$ cat src/rtl/wvs_pkg.sv
package wvs_pkg;
    parameter int unsigned WAYS   = 64;
    parameter int unsigned LFSR_W = 7;
    localparam int unsigned WAY_W  = $clog2(WAYS);
    localparam int unsigned LOCK_W = WAY_W + 1;

    typedef enum logic {
        REPL_ROUND_ROBIN = 1'b0,
        REPL_RANDOM      = 1'b1
    } repl_mode_e;

    typedef logic [WAY_W-1:0]  way_t;
    typedef logic [LOCK_W-1:0] lock_t;
    typedef logic [LFSR_W-1:0] lfsr_t;

    typedef struct packed {
        logic valid;
        logic none;
        way_t way;
    } victim_s;

    function automatic lock_t sat_lock(input lock_t raw);
        return (raw > LOCK_W'(WAYS)) ? LOCK_W'(WAYS) : raw;
    endfunction

    function automatic way_t rr_next(input way_t cur, input lock_t base);
        return (cur == WAY_W'(WAYS - 1)) ? base[WAY_W-1:0] : cur + WAY_W'(1);
    endfunction

    function automatic lfsr_t lfsr_step(input lfsr_t s);
        return {s[LFSR_W-2:0], s[LFSR_W-1] ^ s[LFSR_W-2]};
    endfunction
endpackage

$ cat src/rtl/wvs_lfsr.sv
module wvs_lfsr
    import wvs_pkg::*;
(
    input  logic  clk,
    input  logic  rst,
    output lfsr_t state
);
    always_ff @(posedge clk) begin
        if (rst) state <= LFSR_W'(1);
        else     state <= lfsr_step(state);
    end
endmodule

$ cat src/rtl/wvs_rr_ptr.sv
module wvs_rr_ptr
    import wvs_pkg::*;
(
    input  logic  clk,
    input  logic  rst,
    input  lock_t lock,
    input  logic  advance,
    output way_t  eff_way
);
    way_t ptr_q;
    logic all_locked;

    assign all_locked = (lock == LOCK_W'(WAYS));
    // pointer below the locked boundary is read as the boundary itself
    assign eff_way = (LOCK_W'(ptr_q) < lock) ? lock[WAY_W-1:0] : ptr_q;

    always_ff @(posedge clk) begin
        if (rst)             ptr_q <= '0;
        else if (all_locked) ptr_q <= ptr_q;
        else if (advance)    ptr_q <= rr_next(eff_way, lock);
        else                 ptr_q <= eff_way;
    end
endmodule

$ cat src/rtl/wvs_rand_fold.sv
module wvs_rand_fold
    import wvs_pkg::*;
(
    input  lfsr_t rnd,
    input  lock_t lock,
    output way_t  way
);
    lock_t span;
    lfsr_t divisor;
    lfsr_t rem;

    assign span    = LOCK_W'(WAYS) - lock;
    assign divisor = (span == '0) ? LFSR_W'(1) : LFSR_W'(span);
    assign rem     = rnd % divisor;
    assign way     = lock[WAY_W-1:0] + WAY_W'(rem);
endmodule

$ cat src/rtl/way_victim_sel.sv
module way_victim_sel
    import wvs_pkg::*;
(
    input  logic             clk,
    input  logic             rst,
    input  logic             repl_mode,
    input  logic [LOCK_W-1:0] lock_base,
    input  logic             fill_req,
    output logic             victim_valid,
    output logic             no_victim,
    output logic [WAY_W-1:0] victim_way
);
    repl_mode_e mode;
    lock_t      lock_s;
    lfsr_t      lfsr_q;
    way_t       rr_way;
    way_t       rnd_way;
    logic       rr_adv;
    logic       all_locked;
    victim_s    pick;
    victim_s    out_q;

    assign mode       = repl_mode_e'(repl_mode);
    assign lock_s     = sat_lock(lock_base);
    assign all_locked = (lock_s == LOCK_W'(WAYS));
    assign rr_adv     = fill_req && (mode == REPL_ROUND_ROBIN);

    wvs_lfsr u_lfsr (
        .clk   (clk),
        .rst   (rst),
        .state (lfsr_q)
    );

    wvs_rr_ptr u_rr (
        .clk     (clk),
        .rst     (rst),
        .lock    (lock_s),
        .advance (rr_adv),
        .eff_way (rr_way)
    );

    wvs_rand_fold u_fold (
        .rnd  (lfsr_q),
        .lock (lock_s),
        .way  (rnd_way)
    );

    always_comb begin
        pick.valid = fill_req && !all_locked;
        pick.none  = fill_req && all_locked;
        pick.way   = (mode == REPL_RANDOM) ? rnd_way : rr_way;
    end

    always_ff @(posedge clk) begin
        if (rst) begin
            out_q <= '0;
        end else begin
            out_q.valid <= pick.valid;
            out_q.none  <= pick.none;
            if (pick.valid) out_q.way <= pick.way;
        end
    end

    assign victim_valid = out_q.valid;
    assign no_victim    = out_q.none;
    assign victim_way   = out_q.way;
endmodule

$ cat config.mk
export PLATFORM = sky130hd
export DESIGN_NAME = way_victim_sel
export DESIGN_NICKNAME = d
export VERILOG_FILES = /design/src/rtl/wvs_pkg.sv /design/src/rtl/wvs_lfsr.sv /design/src/rtl/wvs_rr_ptr.sv /design/src/rtl/wvs_rand_fold.sv /design/src/rtl/way_victim_sel.sv
export SDC_FILE = /design/constraint.sdc
export NUM_CORES = 1
export LEC_CHECK = 0
export BUFFER_PORTS_ARGS = -buffer_cell sky130_fd_sc_hd__buf_2
export CAP_MARGIN = 0
export CORE_AREA = 2 2 100 63
export DETAILED_ROUTE_END_ITERATION = 10
export DIE_AREA = 0 0 102 65
export PLACE_DENSITY = 0.72
export SYNTH_ARGS = -nofsm -noshare
export SYNTH_HDL_FRONTEND = slang
export SYNTH_SLANG_ARGS = --single-unit
$ cat constraint.sdc
create_clock -name clk -period 21.3 [get_ports clk]
set_input_delay 4.26 -clock clk [delete_from_list [all_inputs] [get_ports clk]]
set_output_delay 4.26 -clock clk [all_outputs]
set_load 0.005 [all_outputs]
# [Word level (Yosys, flattened, before mapping)]
# Cells that the tools add are included.
[classes] muxes=6 div=1 n_eq_ne=2 n_addsub=3 reduce_logical=5 magnitude_cmp=2 bitwise_logic=2
[op_table] operator="2-to-1 mux 6 bit" n=4
[op_table] operator="2-to-1 mux 7 bit" n=2
[op_table] operator="equality test 7 bit, second input constant" n=1
[op_table] operator="greater-than comparator 7 bit, second input constant" n=1
[op_table] operator="zero test 7 bit" n=1
[op_table] operator="< comparator 6 x 7 -> 1 bit" n=1
[op_table] operator="modulo 7 x 7 -> 7 bit" n=1
[op_table] operator="subtractor 7 bit, first input constant" n=1
[op_table] operator="adder 6 x 1 -> 6 bit, second input constant" n=1
[op_table] operator="adder 6 bit" n=1
[op_table] operator="equality test 6 bit, second input constant" n=1
[op_table] operator="logical AND 1 bit" n=3
[op_table] operator="zero test 1 bit" n=1
[op_table] operator="inverter 1 bit" n=1
[op_table] operator="bitwise XOR 1 bit" n=1
[totals] reg_bits=21 elab_cells=26 inputBits=11 out_inout_bits=8

# [Longest topological paths before layout]
[logic_depth] word_depth=8 mapped_depth=61 mapped_depth_nobuf=56

# [Cells and area by module]
# A second synthesis with hierarchy kept.
[unflattened] hier_cells=416 area_unflattened_um2=3335.7
[by_module_without_submodules] module="wvs_rand_fold" area_each_um2=1888.1 n_inst=1 cells_per_inst=250 seq_area_each_um2=0.0
[by_module_without_submodules] module="wvs_rr_ptr" area_each_um2=857.1 n_inst=1 cells_per_inst=110 seq_area_each_um2=120.1
[by_module_without_submodules] module="way_victim_sel" area_each_um2=397.9 n_inst=1 cells_per_inst=41 seq_area_each_um2=160.2
[by_module_without_submodules] module="wvs_lfsr" area_each_um2=192.7 n_inst=1 cells_per_inst=15 seq_area_each_um2=140.1

# [Worst setup path before layout]
# No wires, ideal clock.
[synth_path] kind="input to register" start="input port lock_base[6]" end="register out_q, in the netlist victim_way[5]" setup_time_ps=87 t_arrival_ps=16767 path_slack_ps=4446 required_time_ps=21213 path_buffers=5 cell_stages=59 cell_sequence="clkbuf_1 -> clkbuf_1 -> nor2b_1 -> inv_1 -> ha_1 -> buf_4 -> or4b_4 -> o221ai_1 -> nand2_1 -> o21ai_0 -> inv_1 -> ha_1 -> nor2b_1 -> a41oi_1 -> a41oi_1 -> ha_1 -> o21a_1 -> o2111a_1 -> [23 not listed] -> or2_2 -> clkbuf_1 -> a21oi_1 -> inv_1 -> ha_1 -> nor2b_1 -> o31a_1 -> o31a_1 -> o22ai_1 -> mux2_2 -> ha_1 -> o21ai_0 -> nor2_1 -> mux2i_1 -> or4_1 -> a211oi_1 -> o21ai_0 -> o31ai_1"
[synth_between] elab_chain_len=8 elab_cells_between_ends=13 classes_between="add/sub (2); div (1); order compare (2); eq/ne (1); mux (4); reduce/logical (3)"
[synth_lines] item="start: declaration" line_no="way_victim_sel.sv:7" source="input logic [LOCK_W-1:0] lock_base,"
[synth_lines] item="greater-than comparator 7 bit" line_no="wvs_pkg.sv:23" source="return (raw > LOCK_W'(WAYS)) ? LOCK_W'(WAYS) : raw;"
[synth_lines] item="2-to-1 mux 7 bit (*)" line_no="wvs_pkg.sv:23"
[synth_lines] item="subtractor 7 bit" line_no="wvs_rand_fold.sv:12" source="assign span = LOCK_W'(WAYS) - lock;"
[synth_lines] item="zero test 7 bit" line_no="wvs_rand_fold.sv:13" source="assign divisor = (span == '0) ? LFSR_W'(1) : LFSR_W'(span);"
[synth_lines] item="2-to-1 mux 7 bit" line_no="wvs_rand_fold.sv:13"
[synth_lines] item="modulo 7 x 7 -> 7 bit" line_no="wvs_rand_fold.sv:14" source="assign rem = rnd % divisor;"
[synth_lines] item="adder 6 bit" line_no="wvs_rand_fold.sv:15" source="assign way = lock[WAY_W-1:0] + WAY_W'(rem);"
[synth_lines] item="2-to-1 mux 6 bit" line_no="way_victim_sel.sv:51" source="pick.way = (mode == REPL_RANDOM) ? rnd_way : rr_way;"
[synth_lines] item="end: declaration" line_no="way_victim_sel.sv:21" source="victim_s out_q;"
# Mark *: on every way between the ends. The rest lies on a longest branch, timed or not.
# A chain may end at the register's enable or synchronous reset.

# [Worst setup path in the final report]
# Ends and elaborated chain as after synthesis.

==> run summary <==
Synth Area per Inst -> 7.544 um2
Via-to-Cell Ratio -> 6.312
Clock share of power -> 0.079
Clock latency on the worst-skew pair -> 0.27 ns
HP Start -> u_lfsr.state[3]
N_diodes -> 0
TritonCTS clock tree -> done
Non-Filler Instances -> 494
Routed Antenna Nets -> 0
Num CTS Buffers -> 3
CTS root buf -> clkbuf_8
Initial core utilization -> 0.5249
Fin nets -> 465
Drc violations -> 0
Overall routing resource usage -> 0.2710
Layout cell share with drive strength beyond 1 -> 0.1024
First-pass DRT Iterations -> 5
FP Rows -> 22
Syn-to-layout area delta -> 5.596%
Max_cap viols -> 0
RSZ-0062 raised after global routing -> false
R2r endpoint -> victim_way[5]
Clk slew on worst S/H paths -> 0.08 ns
Switching power -> 0.1723 mW
Mapped Area -> 0.003063 mm2
Worst Max-Slew Pin Slew -> 0.9725 ns
Setup TNS -> 0 ns
Worst Hold Path EP -> u_lfsr.state[4]
Vias in the first global route -> 2799
Unique masters post-synth -> 59
Worst stage delay on the critical path -> 0.64 ns
Fill cells -> 587
Critical Path End Type -> flop
Setup crit start kind -> primary input
Gpl congestion -> 0.9190
FF+latch count, synth -> 21
Hold slack final -> 0.4750 ns
Max-Slew Margin vs Limit -> 0.3470
Final Hold Fails -> 0
Sequential power share -> 0.136
Largest net degree at the start of global routing -> 27
Sequential-to-total area share from yosys stat -> 0.1373
Most frequent cells in the layout -> 43 x nor2_1, 41 x ha_1, 31 x nand2_1
# setup viols final -> 0
Fin area -> 0.003234 mm2
Post-layout minimum cycle time -> 18.57 ns
Yosys warns -> 0
Skew final -> 0.006875 ns
DP Area -> 0.003186 mm2
Post-synth EDFFs -> 0
Ys async rst share -> 0
Final Max Tran Viols -> 0
Cts repair resizes -> 0
HPWL Detailed -> 6951 um
Cells after Synth -> 406
Die W -> 102 um
Die area -> 0.006630 mm2
Post-DR wirelength/cell -> 17.38 um
Dpl ws -> 2.733 ns
DRT Wirelength -> 8586 um
Cells after DPL -> 490
Placeable Area -> 0.005836 mm2
CP required -> 21.48 ns
R2R setup slack -> 9.16 ns
WS Path Type -> primary input to flop
Hold Path Depth -> 2
Worst path slowest cell -> o22ai_1
CTS max path bufs -> 2
Vert. Die Dim -> 65 um
Setup WS post-layout -> 2.729 ns
Post-route clock period utilization -> 0.8719
Gr ovfl total -> 0
Pint -> 0.1752 mW
R2R Path Start -> u_lfsr.state[6]
# clock sinks -> 21
Net Count, Synth -> 460
Outcome -> finished, final reports clean
Prevailing post-synth register cell -> dfxtp_1
Pwr per Cell Area -> 107.4 mW/mm2
IO Count -> 19
DR vias -> 3118
Initial antenna violation count -> 0
Most common cell after layout, fill and taps aside -> nor2_1
Fmax -> 0.05385 GHz
Switching Fraction -> 0.4959
Worst min-delay path class -> flop to flop
Post-CTS Setup Bufs -> 0
H-tree Lvls -> 1
PortBufs -> 18
First-pass GRT wire length -> 14090 um
Max FO, Critical Path -> 26
Maximum VDD drop -> 0.1149 mV
Hold_buf cts -> 0
R2R depth -> 46
Combinational Power Share -> 0.785
Critical Path AT -> 18.75 ns
Initial DRC count -> 352
Crit path top cell by count -> ha_1
Lkg Pwr -> 1.437 nW
-- cell families after synthesis --
| family | share of synthesized area |
|---|---|
| and+or+nand+nor | 0.2377 |
| AOI/OAI and AO/OA | 0.2537 |
| adders and majority gates | 0.1806 |
| buffers and inverters | 0.04820 |
| muxes | 0.09395 |
| DFF | 0.1373 |
| xor gates and xnor gates | 0.04861 |
-- power by group through the flow --
stage,Combinational [mW],Sequential [mW],Clock (mW)
floorplan,0.208,0.0473,0
global placement,0.260,0.0480,0
detailed placement,0.265,0.0482,0
CTS,0.267,0.0473,0.0277
global route,0.299,0.0478,0.0299
finish,0.273,0.0474,0.0275
-- registers in the layout, indices dropped and copies added, names as in the netlist --
| signal | cells |
|---|---|
| no_victim | 1 |
| u_lfsr.state | 7 |
| u_rr.ptr_q | 6 |
| victim_valid | 1 |
| victim_way | 6 |
-- through the flow --
stage	utilization	power [mW]
3_3_place_gp	0.5459	0.3084
2_1_floorplan	-	0.2552
6_report	0.5542	0.3475
4_1_cts	0.5542	0.3416
3_5_place_dp	0.5459	0.3132
5_1_grt	0.5542	0.3770
-- cells in the mapped netlist (4+ instances only) --
cell,count,area (um2)
mux2i_1,13,130.1
xor2_1,4,35.03
o21ai_0,29,145.1
nand2b_1,8,50.05
clkbuf_1,15,56.30
nor2_1,43,161.4
o211ai_1,6,45.04
or3_1,4,25.02
nor3_1,12,60.06
o31a_1,4,35.03
nand2_1,31,116.4
a211oi_1,6,45.04
nor2b_1,7,43.79
mux2_2,14,157.7
xnor2_1,13,113.9
ha_1,41,513.0
inv_1,19,71.32
dfxtp_1,21,420.4
nand3_1,4,20.02
a21o_1,9,67.56
and3_1,8,50.05
a21oi_1,21,105.1
nor4_1,4,25.02
o21a_1,9,67.56
and2_1,4,25.02
-- metal layers --
metal  vias to the layer above  GRT usage  share of wire
met1                      1441     0.4506           0.52
met5                         -          0              0
met2                       152     0.3544           0.37
met4                         0    0.06000          0.014
met3                        10    0.03452           0.10
li1                       1515          -              -
-- how the worst max path moves through the flow --
stage	start	to	slack, ns	depth (start not counted)
after floorplan	lock_base[6]	victim_way[5]	4.45	59
after global placement	lock_base[6]	victim_way[5]	3.09	55
after detailed placement	lock_base[6]	victim_way[5]	2.73	55
after CTS	lock_base[6]	victim_way[5]	2.99	55
after global routing	lock_base[6]	victim_way[5]	1.78	55
final	lock_base[6]	victim_way[5]	2.73	55
-- area by class of cell --
| type | instances | area, um2 | area share |
|---|---|---|---|
| clock inverters | 1 | 7.507 | 0.002321 |
| clock buffers | 3 | 41.29 | 0.01277 |
| well taps | 84 | 105.1 | 0.03250 |
| flip-flops and latches | 21 | 420.4 | 0.1300 |
| repair buffers | 18 | 90.09 | 0.02785 |
| inverters | 20 | 75.07 | 0.02321 |
| multi-input cells | 347 | 2495 | 0.7714 |
-- worst max-delay path: cells and delay by family --
kind                       cells  cell delay [ns]
AOI/OAI and AO/OA             23             5.65
adders and majority gates      9             2.92
and+or+nand+nor               15             3.81
muxes                          4             1.32
buffers and inverters          4             0.79
Note: power is estimated with default switching activity, not from simulation.
